### src/rtl/hotswap_pkg.sv
package hotswap_pkg;

  typedef enum logic [2:0] {
    ST_RESET = 3'd0,
    ST_POR   = 3'd1,
    ST_ADAPT = 3'd2,
    ST_RAMP  = 3'd3,
    ST_ON    = 3'd4,
    ST_FAULT = 3'd5
  } hs_state_e;

  localparam int unsigned NUM_STATES = 6;

  // Bits needed to count 0 .. n-1.
  function automatic int unsigned cnt_width(int unsigned n);
    return (n < 2) ? 1 : $clog2(n);
  endfunction

  function automatic int unsigned max_u(int unsigned a, int unsigned b);
    return (a > b) ? a : b;
  endfunction

  function automatic logic [NUM_STATES-1:0] state_to_onehot(hs_state_e s);
    logic [NUM_STATES-1:0] v;
    v = '0;
    v[s] = 1'b1;
    return v;
  endfunction

  // States in which the gate pull-up is allowed to run.
  function automatic logic drives_gate(hs_state_e s);
    return (s == ST_ADAPT) || (s == ST_RAMP) || (s == ST_ON);
  endfunction

  // States in which the reference ramp is needed.
  function automatic logic needs_ramp(hs_state_e s);
    return (s == ST_ADAPT) || (s == ST_RAMP);
  endfunction

endpackage

### src/rtl/hs_timer.sv
module hs_timer #(
  parameter int unsigned TW = 8
) (
  input  logic          clk,
  input  logic          rst_n,
  input  logic          clr,
  input  logic          run,
  input  logic [TW-1:0] limit_m1,
  output logic          expired
);

  logic [TW-1:0] cnt_q;

  assign expired = run && (cnt_q == limit_m1);

  always_ff @(posedge clk or negedge rst_n) begin
    if (!rst_n)          cnt_q <= '0;
    else if (clr)        cnt_q <= '0;
    else if (run)        cnt_q <= cnt_q + 1'b1;
  end

  // the shared timer never runs past the limit of the timed state.
  a_r3_timer_bounded: assert property (@(posedge clk) disable iff (!rst_n)
    run |-> (cnt_q <= limit_m1));

endmodule

### src/rtl/hs_short_det.sv
module hs_short_det #(
  parameter int unsigned SHORT_CYCLES = 16
) (
  input  logic clk,
  input  logic rst_n,
  input  logic en,
  input  logic tracking,
  output logic short_fault,
  output logic rise_resumed
);
  import hotswap_pkg::*;

  localparam int unsigned SW = cnt_width(SHORT_CYCLES);
  localparam logic [SW-1:0] WIN_LAST = SW'(SHORT_CYCLES - 1);

  logic [SW-1:0] win_q;
  logic          plateau_q;

  assign short_fault  = en && !plateau_q && tracking && (win_q == WIN_LAST);
  assign rise_resumed = en && plateau_q && tracking;

  always_ff @(posedge clk or negedge rst_n) begin
    if (!rst_n) begin
      win_q     <= '0;
      plateau_q <= 1'b0;
    end else if (!en) begin
      win_q     <= '0;
      plateau_q <= 1'b0;
    end else if (!plateau_q) begin
      if (!tracking)         plateau_q <= 1'b1;
      else if (!short_fault) win_q     <= win_q + 1'b1;
    end
  end

  // the window counter stays inside the short-detection window.
  a_r7_window_bounded: assert property (@(posedge clk) disable iff (!rst_n)
    en |-> (win_q <= WIN_LAST));

  // once a plateau has been seen, the window stops advancing.
  a_r6_window_frozen: assert property (@(posedge clk) disable iff (!rst_n)
    (en && plateau_q) |=> (!en || $stable(win_q)));

endmodule

### src/rtl/hs_fsm.sv
module hs_fsm (
  input  logic                  clk,
  input  logic                  rst_n,
  input  logic                  live,
  input  logic                  in_hi,
  input  logic                  gate_above_ref,
  input  logic                  tmr_expired,
  input  logic                  short_fault,
  input  logic                  rise_resumed,
  output hotswap_pkg::hs_state_e state_q,
  output logic                  adapt_hold,
  output logic                  tmr_run,
  output logic                  tmr_retry,
  output logic                  tmr_clr
);
  import hotswap_pkg::*;

  hs_state_e state_d;

  assign adapt_hold = live && (state_q == ST_ADAPT) && gate_above_ref;
  assign tmr_run    = (state_q == ST_POR) || (state_q == ST_FAULT);
  assign tmr_retry  = (state_q == ST_FAULT);
  assign tmr_clr    = (state_d != state_q);

  always_comb begin
    state_d = state_q;
    if (!live) begin
      state_d = ST_RESET;
    end else begin
      case (state_q)
        ST_RESET: if (in_hi)        state_d = ST_POR;
        ST_POR:   if (tmr_expired)  state_d = ST_ADAPT;
        ST_ADAPT: if (adapt_hold)   state_d = ST_RAMP;
        ST_RAMP: begin
          if (short_fault)          state_d = ST_FAULT;
          else if (rise_resumed)    state_d = ST_ON;
        end
        ST_ON:                      state_d = ST_ON;
        ST_FAULT: if (tmr_expired)  state_d = ST_POR;
        default:                    state_d = ST_RESET;
      endcase
    end
  end

  always_ff @(posedge clk or negedge rst_n) begin
    if (!rst_n) state_q <= ST_RESET;
    else        state_q <= state_d;
  end

  // leaving RESET needs the hysteresis flag.
  a_r2_start_needs_hi: assert property (@(posedge clk) disable iff (!rst_n)
    (state_q == ST_RESET && !in_hi) |=> (state_q == ST_RESET));

  // ADAPT is reached only from a debounce whose timer ran out.
  a_r3_adapt_after_por: assert property (@(posedge clk) disable iff (!rst_n)
    (state_q == ST_POR && !tmr_expired) |=> (state_q != ST_ADAPT));

endmodule

### src/rtl/hotswap_seq.sv
module hotswap_seq #(
  parameter int unsigned POR_CYCLES   = 350000,
  parameter int unsigned RETRY_CYCLES = 250000000,
  parameter int unsigned SHORT_CYCLES = 2000
) (
  input  logic       clk,
  input  logic       rst_n,
  input  logic       supply_ok,
  input  logic       in_ok,
  input  logic       in_hi,
  input  logic       gate_above_ref,
  input  logic       gate_tracking,
  output logic       gate_en,
  output logic       hold_strobe,
  output logic       ramp_en,
  output logic       fault,
  output logic       power_good,
  output logic [5:0] state_onehot
);
  import hotswap_pkg::*;

  localparam int unsigned TW = cnt_width(max_u(POR_CYCLES, RETRY_CYCLES));
  localparam logic [TW-1:0] POR_LAST   = TW'(POR_CYCLES - 1);
  localparam logic [TW-1:0] RETRY_LAST = TW'(RETRY_CYCLES - 1);

  hs_state_e     state_q;
  logic          live;
  logic          adapt_hold;
  logic          tmr_run, tmr_retry, tmr_clr, tmr_expired;
  logic          short_fault, rise_resumed;
  logic [TW-1:0] limit_m1;

  assign live     = supply_ok && in_ok;
  assign limit_m1 = tmr_retry ? RETRY_LAST : POR_LAST;

  hs_fsm u_fsm (
    .clk            (clk),
    .rst_n          (rst_n),
    .live           (live),
    .in_hi          (in_hi),
    .gate_above_ref (gate_above_ref),
    .tmr_expired    (tmr_expired),
    .short_fault    (short_fault),
    .rise_resumed   (rise_resumed),
    .state_q        (state_q),
    .adapt_hold     (adapt_hold),
    .tmr_run        (tmr_run),
    .tmr_retry      (tmr_retry),
    .tmr_clr        (tmr_clr)
  );

  hs_timer #(.TW(TW)) u_timer (
    .clk      (clk),
    .rst_n    (rst_n),
    .clr      (tmr_clr),
    .run      (tmr_run),
    .limit_m1 (limit_m1),
    .expired  (tmr_expired)
  );

  hs_short_det #(.SHORT_CYCLES(SHORT_CYCLES)) u_short (
    .clk          (clk),
    .rst_n        (rst_n),
    .en           (state_q == ST_RAMP),
    .tracking     (gate_tracking),
    .short_fault  (short_fault),
    .rise_resumed (rise_resumed)
  );

  assign gate_en      = live && drives_gate(state_q);
  assign ramp_en      = live && needs_ramp(state_q);
  assign hold_strobe  = adapt_hold;
  assign power_good   = live && (state_q == ST_ON);
  assign fault        = (state_q == ST_FAULT);
  assign state_onehot = state_to_onehot(state_q);

  // a supply drop returns the sequencer to RESET.
  a_r1_supply_reset: assert property (@(posedge clk) disable iff (!rst_n)
    !supply_ok |=> (state_q == ST_RESET));

  // an input undervoltage returns the sequencer to RESET.
  a_r9_uv_reset: assert property (@(posedge clk) disable iff (!rst_n)
    !in_ok |=> (state_q == ST_RESET && !fault));

  // the hold strobe never lasts more than one cycle.
  a_r5_strobe_single: assert property (@(posedge clk) disable iff (!rst_n)
    hold_strobe |=> !hold_strobe);

  // the back-off starts only from a detected short.
  a_r7_fault_from_short: assert property (@(posedge clk) disable iff (!rst_n)
    $rose(fault) |-> $past(short_fault));

  // a back-off that ends with the input healthy goes to the debounce.
  a_r8_retry_to_por: assert property (@(posedge clk) disable iff (!rst_n)
    ($fell(fault) && $past(live)) |-> (state_q == ST_POR));

  // exactly one state bit is set.
  a_r10_onehot: assert property (@(posedge clk) disable iff (!rst_n)
    $countones(state_onehot) == 1);

  // power good is only seen with the gate driven.
  a_r6_pgood_gate: assert property (@(posedge clk) disable iff (!rst_n)
    power_good |-> (gate_en && !ramp_en));

endmodule

### config.mk
export PLATFORM = sky130hd
export DESIGN_NAME = hotswap_seq
export DESIGN_NICKNAME = d
export VERILOG_FILES = /design/src/rtl/hotswap_pkg.sv /design/src/rtl/hs_timer.sv /design/src/rtl/hs_short_det.sv /design/src/rtl/hs_fsm.sv /design/src/rtl/hotswap_seq.sv
export SDC_FILE = /design/constraint.sdc
export NUM_CORES = 1
export LEC_CHECK = 0
export BUFFER_PORTS_ARGS = -buffer_cell sky130_fd_sc_hd__buf_2
export CORE_ASPECT_RATIO = 1.75
export CORE_UTILIZATION = 28
export DETAILED_ROUTE_END_ITERATION = 8
export PLACE_DENSITY = 0.44
export SLEW_MARGIN = 20
export SYNTH_ARGS = -nofsm -noshare
export SYNTH_HDL_FRONTEND = slang
export SYNTH_HIERARCHICAL = 1
export SYNTH_SLANG_ARGS = --single-unit
### constraint.sdc
create_clock -name clk -period 7.1 [get_ports clk]
set_input_delay 0 -clock clk [delete_from_list [all_inputs] [get_ports clk]]
set_output_delay 0 -clock clk [all_outputs]
set_load 0.05 [all_outputs]
==> reports/summary.txt, run 1 <==
Area grow syn2layout: 13.48%
CTS tree: done
Final Hold Viols: 0
Post-synth EDFFs: 0
Total Power: 0.0005224 W
Num CTS Buffers: 5
Startpoint of the worst register-to-register path: u_fsm/state_q[0]$_DFF_PN0_
Final ANT Viol Nets: 0
Rel. slew slack: 52.59%
Worst skew pair latency: 0.29 ns
Initial Util: 28.94%
Ant. Diodes: 0
Number of H-tree levels: 2
Starting DRT DRC Count: 111
Synthesized flop and latch total: 43
Layout Nets: 358
Clock root buffer: clkbuf_16
PD cells: 160.5 mW/mm^2
FF-to-FF End: u_timer/cnt_q[21]$_DFFE_PN0P_
Routed WL: 7.680 mm
Final setup violation count: 0
CP Data Required Time: 7.31 ns
Synth async-reset ratio: 100.0%
Post-synthesis sequential area ratio: 37.52%
Post-cts resize count: 0
I/O Buffers: 17
Unique cell type count in the Yosys netlist: 55
Post-route minimum period: 5.631 ns
Min-delay src: gate_above_ref
Setup CP Type: flip-flop to flip-flop
Routability-driven placement congestion ratio: 0.7799
Register clock-pin slew on the reported worst setup and hold paths: 0.06 ns
Finished Cell Area: 0.003254 sq mm
Worst Setup SP: u_fsm/state_q[0]$_DFF_PN0_
CTS Buffer Depth: 2
Die X: 78.50 um
Syn Area/Cell: 8.797 sq um
Min-Delay Path Depth: 3
DP HPWL: 5.771 mm
Routed WL per cell: 16.20 um
GRT Residual Overflow: 0
Post-synth top area share: 37.52%
Cell Area, Synth: 0.002868 sq mm
RSZ-0062 raised after global routing: no
Die area: 0.01067 sq mm
Slew @ Worst Pin: 0.7047 ns
Vias: 2548
Min-Delay Path Class: input pin to flip-flop
Post-synth top area cell: dfrtp_1
Initial antenna violation count: 0
Max Cap Violations: 0
Path depth of the worst reg2reg path: 17
Dpl cell area: 0.003098 sq mm
Critical Path AT: 5.84 ns
Final period utilization: 79.31%
Row count: 48
Top FF cell, synth: dfrtp_1
Overall Global Routing Usage: 15.49%
CP Launch Type: flip-flop
Layout cells sized above 1: 10.60%
Vias per std cell: 5.376
Static Leak: 1.353 nW
Slew Limit Fails: 0
CTS sink count: 43
Core area: 0.009910 sq mm
VDD IR max: 0.09088 mV
Vias in the first global route: 2593
Final setup TNS: 0 ns
Die height: 135.9 um
First-pass GRT wire length: 12.78 mm
Remaining DRCs: 0
CP endpoint kind: flip-flop
Ports: 18
Status: complete, no violations
Flop2flop setup slack: 1.47 ns
Synth warn: 6
Clk_skew: 0.003971 ns
Hold Path Sink: u_fsm/state_q[0]$_DFF_PN0_
Max Freq: 177.6 MHz
CP Max Fanout: 32
Largest net degree at the start of global routing: 44
Detailed Routing Iterations Pass 1: 4
Cell count after synthesis: 326
Largest cells by area after synthesis: dfrtp_1 (38%), xor2_1 (7.0%), xnor2_1 (4.9%)
synthesized netlist by cell type, types with 3 or more instances:
cell,instances
buf_2,6
nand2b_1,5
nor2b_1,4
and3_1,5
or3_2,3
nor4_1,9
nor2_1,20
clkbuf_1,8
dfrtp_1,43
or4_1,9
a21oi_1,26
nor3_1,7
mux2i_1,3
o2111ai_1,3
or3_1,12
nand2_1,18
o31ai_1,9
nor3b_1,3
xnor2_1,16
nand3_1,12
xor2_1,23
inv_1,12
nand4_1,12
o21ai_0,17
and2_1,3
cell usage in the layout, fill, tap and decap left out, types with 2 or more instances in the layout:
cell type  netlist  final
dfrtp_1         43     43
a21oi_1         26     26
xor2_1          23     23
nor2_1          20     20
nand2_1         18     18
o21ai_0         17     17
buf_2            6     16
xnor2_1         16     16
conb_1           2     13
inv_1           12     12
nand3_1         12     12
nand4_1         12     12
or3_1           12     12
nor4_1           9      9
o31ai_1          9      9
or4_1            9      9
nor3_1           7      7
nand2b_1         5      5
clkbuf_16        0      5
and3_1           5      5
nor2b_1          4      4
nor3b_1          3      3
buf_4            1      3
and2_1           3      3
o2111ai_1        3      3
mux2i_1          3      3
or3_2            3      3
or3b_1           2      2
a22o_1           2      2
o21a_1           2      2
and4_1           2      2
a31oi_1          2      2
nand4b_1         2      2
ha_1             2      2
logic make-up (layout without fill, tap and decap cells):
kind of cell    Yosys count  in the layout  synth area share (%)
simple gates            138            138                 28.49
compound gates           72             72                 15.97
flops                    43             43                 37.52
xor+xnor                 39             39                 11.91
buf+inv                  27             39                 3.927
mux                       3              3                 1.047
fa+ha+maj                 2              2                0.8725
other cells               2             13                0.2619
layout make-up:
class                           instances  area [sq um]
Tap cell                              125         156.4
Inverter                               12         45.04
Fill cell                            1056          6655
Timing Repair Buffer                   20         112.6
Clock inverter                          1         5.005
Sequential cell                        43          1076
Multi-Input combinational cell        267          1720
Clock buffer                            6         138.9
critical path: stages, from the launching register on:
cell       delay, ns
dfrtp_1         0.58
nor2b_1         0.18
buf_4           0.21
and2_1          0.54
inv_1           0.25
xor2_1          0.21
nor4_1          0.29
nand3_1         0.11
nor4_1          0.61
nand2b_1        0.11
a22o_1          0.26
a32oi_1         0.16
o32a_1          0.16
buf_4           0.34
o2111ai_1       0.25
or4_1           0.60
or4_1           0.54
a21oi_1         0.15
worst max path at each step:
stage	cells after the start	endpoint	slack (ns)
after floorplan	17	u_timer/cnt_q[21]$_DFFE_PN0P_	2.63
after global placement	17	u_timer/cnt_q[21]$_DFFE_PN0P_	1.68
after detailed placement	17	u_timer/cnt_q[21]$_DFFE_PN0P_	1.49
after CTS	17	u_timer/cnt_q[21]$_DFFE_PN0P_	1.46
after global routing	17	u_timer/cnt_q[21]$_DFFE_PN0P_	0.88
final	17	u_timer/cnt_q[21]$_DFFE_PN0P_	1.47
power by group:
group	switching, W	total [W]	internal (W)	leakage, nW
logic	0.0000250	0.0000377	0.0000127	0.681
clock network	0.0000925	0.000230	0.000137	0.0727
registers	0.00000696	0.000255	0.000248	0.599
repair_timing:
action,4_1_cts,5_1_grt
hold buffers,1,0
buffers inserted,0,0
hold endpoints to repair,43,0
sequential cells by signal (all words and copies together), names as in the netlist:
register and flops:
u_timer/cnt_q 28, u_short/win_q 11, u_fsm/state_q 3, u_short/plateau_q 1
layer usage:
| layer | routed length, um | vias to the layer above | GRT usage (%) |
|---|---|---|---|
| met1 | 2920 | 1263 | 15.12 |
| met3 | 166 | 11 | 2.081 |
| li1 | - | 1236 | - |
| met5 | 0 | - | 0 |
| met2 | 4394 | 38 | 30.72 |
| met4 | 199 | 0 | 7.716 |
stage by stage:
step | utilization, % | std cells | setup slack (ns) | hold WS (ns)
after global placement | 31.26 | 466 | 1.681 | 0.2418
after floorplan | - | 337 | 2.629 | -0.2956
after global routing | 32.84 | 474 | 0.8837 | 0.08343
after CTS | 32.82 | 474 | 1.463 | 0.02566
after detailed placement | 31.26 | 466 | 1.494 | 0.2400
final | 32.84 | 474 | 1.469 | 0.03815
Power figures use the tool's default switching activity.
==> run 2: changes to the inputs <==
clock period = 5.5 ns   (was 7.1 ns; I/O delays follow)
==> run 2 against run 1 <==
Effect of this change:
- count of clock-buffer cells in the layout is the same
- utilization grew 0.25 points
- flip-flop and latch count is the same
- power grew 29%
- sequential power grew 29%
- die area is the same
- worst hold slack lost 0.0034 ns
- routed wire length grew 3.0%
==> reports/summary.txt, run 2 (synthesis gave the netlist of run 1 again) <==
Status: complete, no violations
CTS Buffer Depth: 2 (unchanged)
Area grow syn2layout: 14.35%
Layout Nets: 362 (+1.1%)
Regs by FF count: u_timer/cnt_q x28, u_short/win_q x11, u_fsm/state_q x3
Post-route minimum period: 5.014 ns (-0.6170 ns)
Min-Delay Path Class: input pin to flip-flop
Commonest cells after routing, fill and taps aside: dfrtp_1 (43), a21oi_1 (26), xor2_1 (23), nor2_1 (20), nand2_1 (18)
Share of power burned in registers: 48.8% (about the same)
Layout cells sized above 1: 11.58% (+0.98 points)
Ant. Diodes: 0 (unchanged)
Die X: 78.50 um (unchanged)
Postcts setup bufs: 0 (unchanged)
CP endpoint kind: flip-flop
PD cells: 205.7 mW/mm^2 (+28%)
Initial Util: 28.94% (unchanged)
Clk pwr share: 43.8% (-0.2 points)
RSZ-0062 raised after global routing: no
Clock root buffer: clkbuf_16
Path depth of the worst reg2reg path: 16 (-1)
Max Freq: 199.4 MHz (+12%)
Rel. slew slack: 58.54% (+6.0 points)
Vias in the first global route: 2527 (-2.5%)
Cell Int Power: 0.0005044 W (+27%)
I/O Buffers: 17 (unchanged)
CP Max Fanout: 14 (-56%)
GRT Residual Overflow: 0 (unchanged)
Register clock-pin slew on the reported worst setup and hold paths: 0.06 ns (about the same)
CTS tree: done
Slew Limit Fails: 0 (unchanged)
Number of H-tree levels: 2 (unchanged)
Switching Power: 0.0001700 W (+37%)
Fillers: 1043 (-1.2%)
Row count: 48 (unchanged)
DP HPWL: 6.072 mm (+5.2%)
Die height: 135.9 um (unchanged)
Final setup violation count: 0 (unchanged)
Met1 GRT Util: 14.56% (-0.56 points)
Most common cell after layout, fill and taps aside: dfrtp_1
Hold slack final: 0.03472 ns (-0.003429 ns)
CP Launch Type: flip-flop
Routed WL per cell: 16.52 um (+1.9%)
Die area: 0.01067 sq mm (unchanged)
Core area: 0.009910 sq mm (unchanged)
Grt peak-use layer: met2
Sw Ratio: 25.21% (+1.4 points)
Vias: 2557 (+0.35%)
Starting DRT DRC Count: 94 (-15%)
Total Power: 0.0006744 W (+29%)
CTS sink count: 43 (unchanged)
Remaining DRCs: 0 (unchanged)
Final period utilization: 91.17% (+12 points)
Storage element area: 0.001076 sq mm (unchanged)
Combinational power share: 7.4% (+0.2 points)
Initial antenna violation count: 0 (unchanged)
Multi-input gate area: 0.001720 sq mm (unchanged)
Critical Path AT: 5.23 ns (-0.61 ns)
Max Cap Violations: 0 (unchanged)
Setup CP Type: flip-flop to flip-flop
Largest Register: u_timer/cnt_q
Met2 usage: 31.93% (+1.2 points)
CP Data Required Time: 5.71 ns (-1.60 ns)
Vias per std cell: 5.338 (-0.69%)
Largest net degree at the start of global routing: 44 (unchanged)
Final Hold Viols: 0 (unchanged)
Clk_skew: 0.005110 ns (+0.001139 ns)
Num CTS Buffers: 5 (unchanged)
Final ANT Viol Nets: 0 (unchanged)
Final setup TNS: 0 ns (unchanged)
Routed WL: 7.912 mm (+3.0%)
Detailed Routing Iterations Pass 1: 4 (unchanged)
Max FFs per register: 28 (unchanged)
Routability-driven placement congestion ratio: 0.8280 (+6.2%)
First-pass GRT wire length: 12.78 mm (unchanged)
GR Util met3: 3.087% (+1.0 points)
VDD IR max: 0.1014 mV (+12%)
Overall Global Routing Usage: 15.99% (+0.50 points)
Ports: 18 (unchanged)
Slew @ Worst Pin: 0.6162 ns (-0.08850 ns)
Static Leak: 1.367 nW (+1.1%)
Min-Delay Path Depth: 3 (unchanged)
Worst skew pair latency: 0.29 ns (about the same)
[run 2: cell types whose count changed in the layout (fill, tap and decap cells not counted), sizes merged]
cell / change
buf: +4
clkinvlp: +1
[run 2: timing repair]
action                                 4_1_cts  5_1_grt
hold buffers                                 1        0
endpoints found under the hold margin       43        0
resized for setup                            0        0
[run 2: area by class of cell]
type | count | share of cell area [%]
Timing Repair Buffer | 24 | 4.273
Clock buffer | 6 | 3.930
Clock inverter | 2 | 0.3815
Inverter | 12 | 1.374
Sequential cell | 43 | 32.81
Multi-Input combinational cell | 267 | 52.46
Tap cell | 125 | 4.769
[run 2: stage by stage]
step | util (%) | setup WS (ns) | cell area (sq um) | std cells
floorplan | - | 1.029 | 2909 | 337
global route | 33.09 | 0.01606 | 3279 | 479
finish | 33.09 | 0.4858 | 3279 | 479
detailed placement | 31.57 | 0.4777 | 3128 | 470
CTS | 33.09 | 0.4335 | 3279 | 479
global placement | 31.57 | 0.5511 | 3128 | 470
[run 2: power by group through the flow]
stage,combinational (W),sequential (W),clock (W)
final,0.0000498,0.000329,0.000295
after global routing,0.0000561,0.000330,0.000319
after CTS,0.0000513,0.000329,0.000306
after detailed placement,0.0000506,0.000335,0
after global placement,0.0000501,0.000335,0
after floorplan,0.0000328,0.000331,0
[run 2: routing by layer]
| metal | up-vias | share of wire (%) |
|---|---|---|
| met1 | 1247 | 36 |
| met3 | 19 | 2.5 |
| met5 | - | 0 |
| li1 | 1242 | - |
| met2 | 49 | 57 |
| met4 | 0 | 4.3 |
[run 2: path summary, 6_finish.rpt]
path                                                from                             to  slack [ns]
max                           u_fsm/state_q[0]$_DFF_PN0_  u_timer/cnt_q[21]$_DFFE_PN0P_        0.49
min                                       gate_above_ref     u_fsm/state_q[0]$_DFF_PN0_        0.03
max in group asynchronous                          rst_n  u_timer/cnt_q[23]$_DFFE_PN0P_        4.78
max reg2reg                   u_fsm/state_q[0]$_DFF_PN0_  u_timer/cnt_q[21]$_DFFE_PN0P_        0.49
min reg2reg                u_short/win_q[10]$_DFFE_PN0P_  u_short/win_q[10]$_DFFE_PN0P_        0.57
min in group asynchronous                          rst_n   u_short/win_q[2]$_DFFE_PN0P_        0.32
[run 2: worst max-delay path: stages, from the launching register on]
cell	delay, ns
dfrtp_1	0.57
nor2b_1	0.22
and2_1	0.14
buf_4	0.21
inv_1	0.14
xor2_1	0.16
nor4_1	0.26
nand3_1	0.10
nor4_1	0.54
nand2b_1	0.12
a22o_1	0.26
a32oi_1	0.15
o32a_1	0.50
o2111ai_1	0.25
or4_1	0.59
or4_1	0.54
a21oi_1	0.15
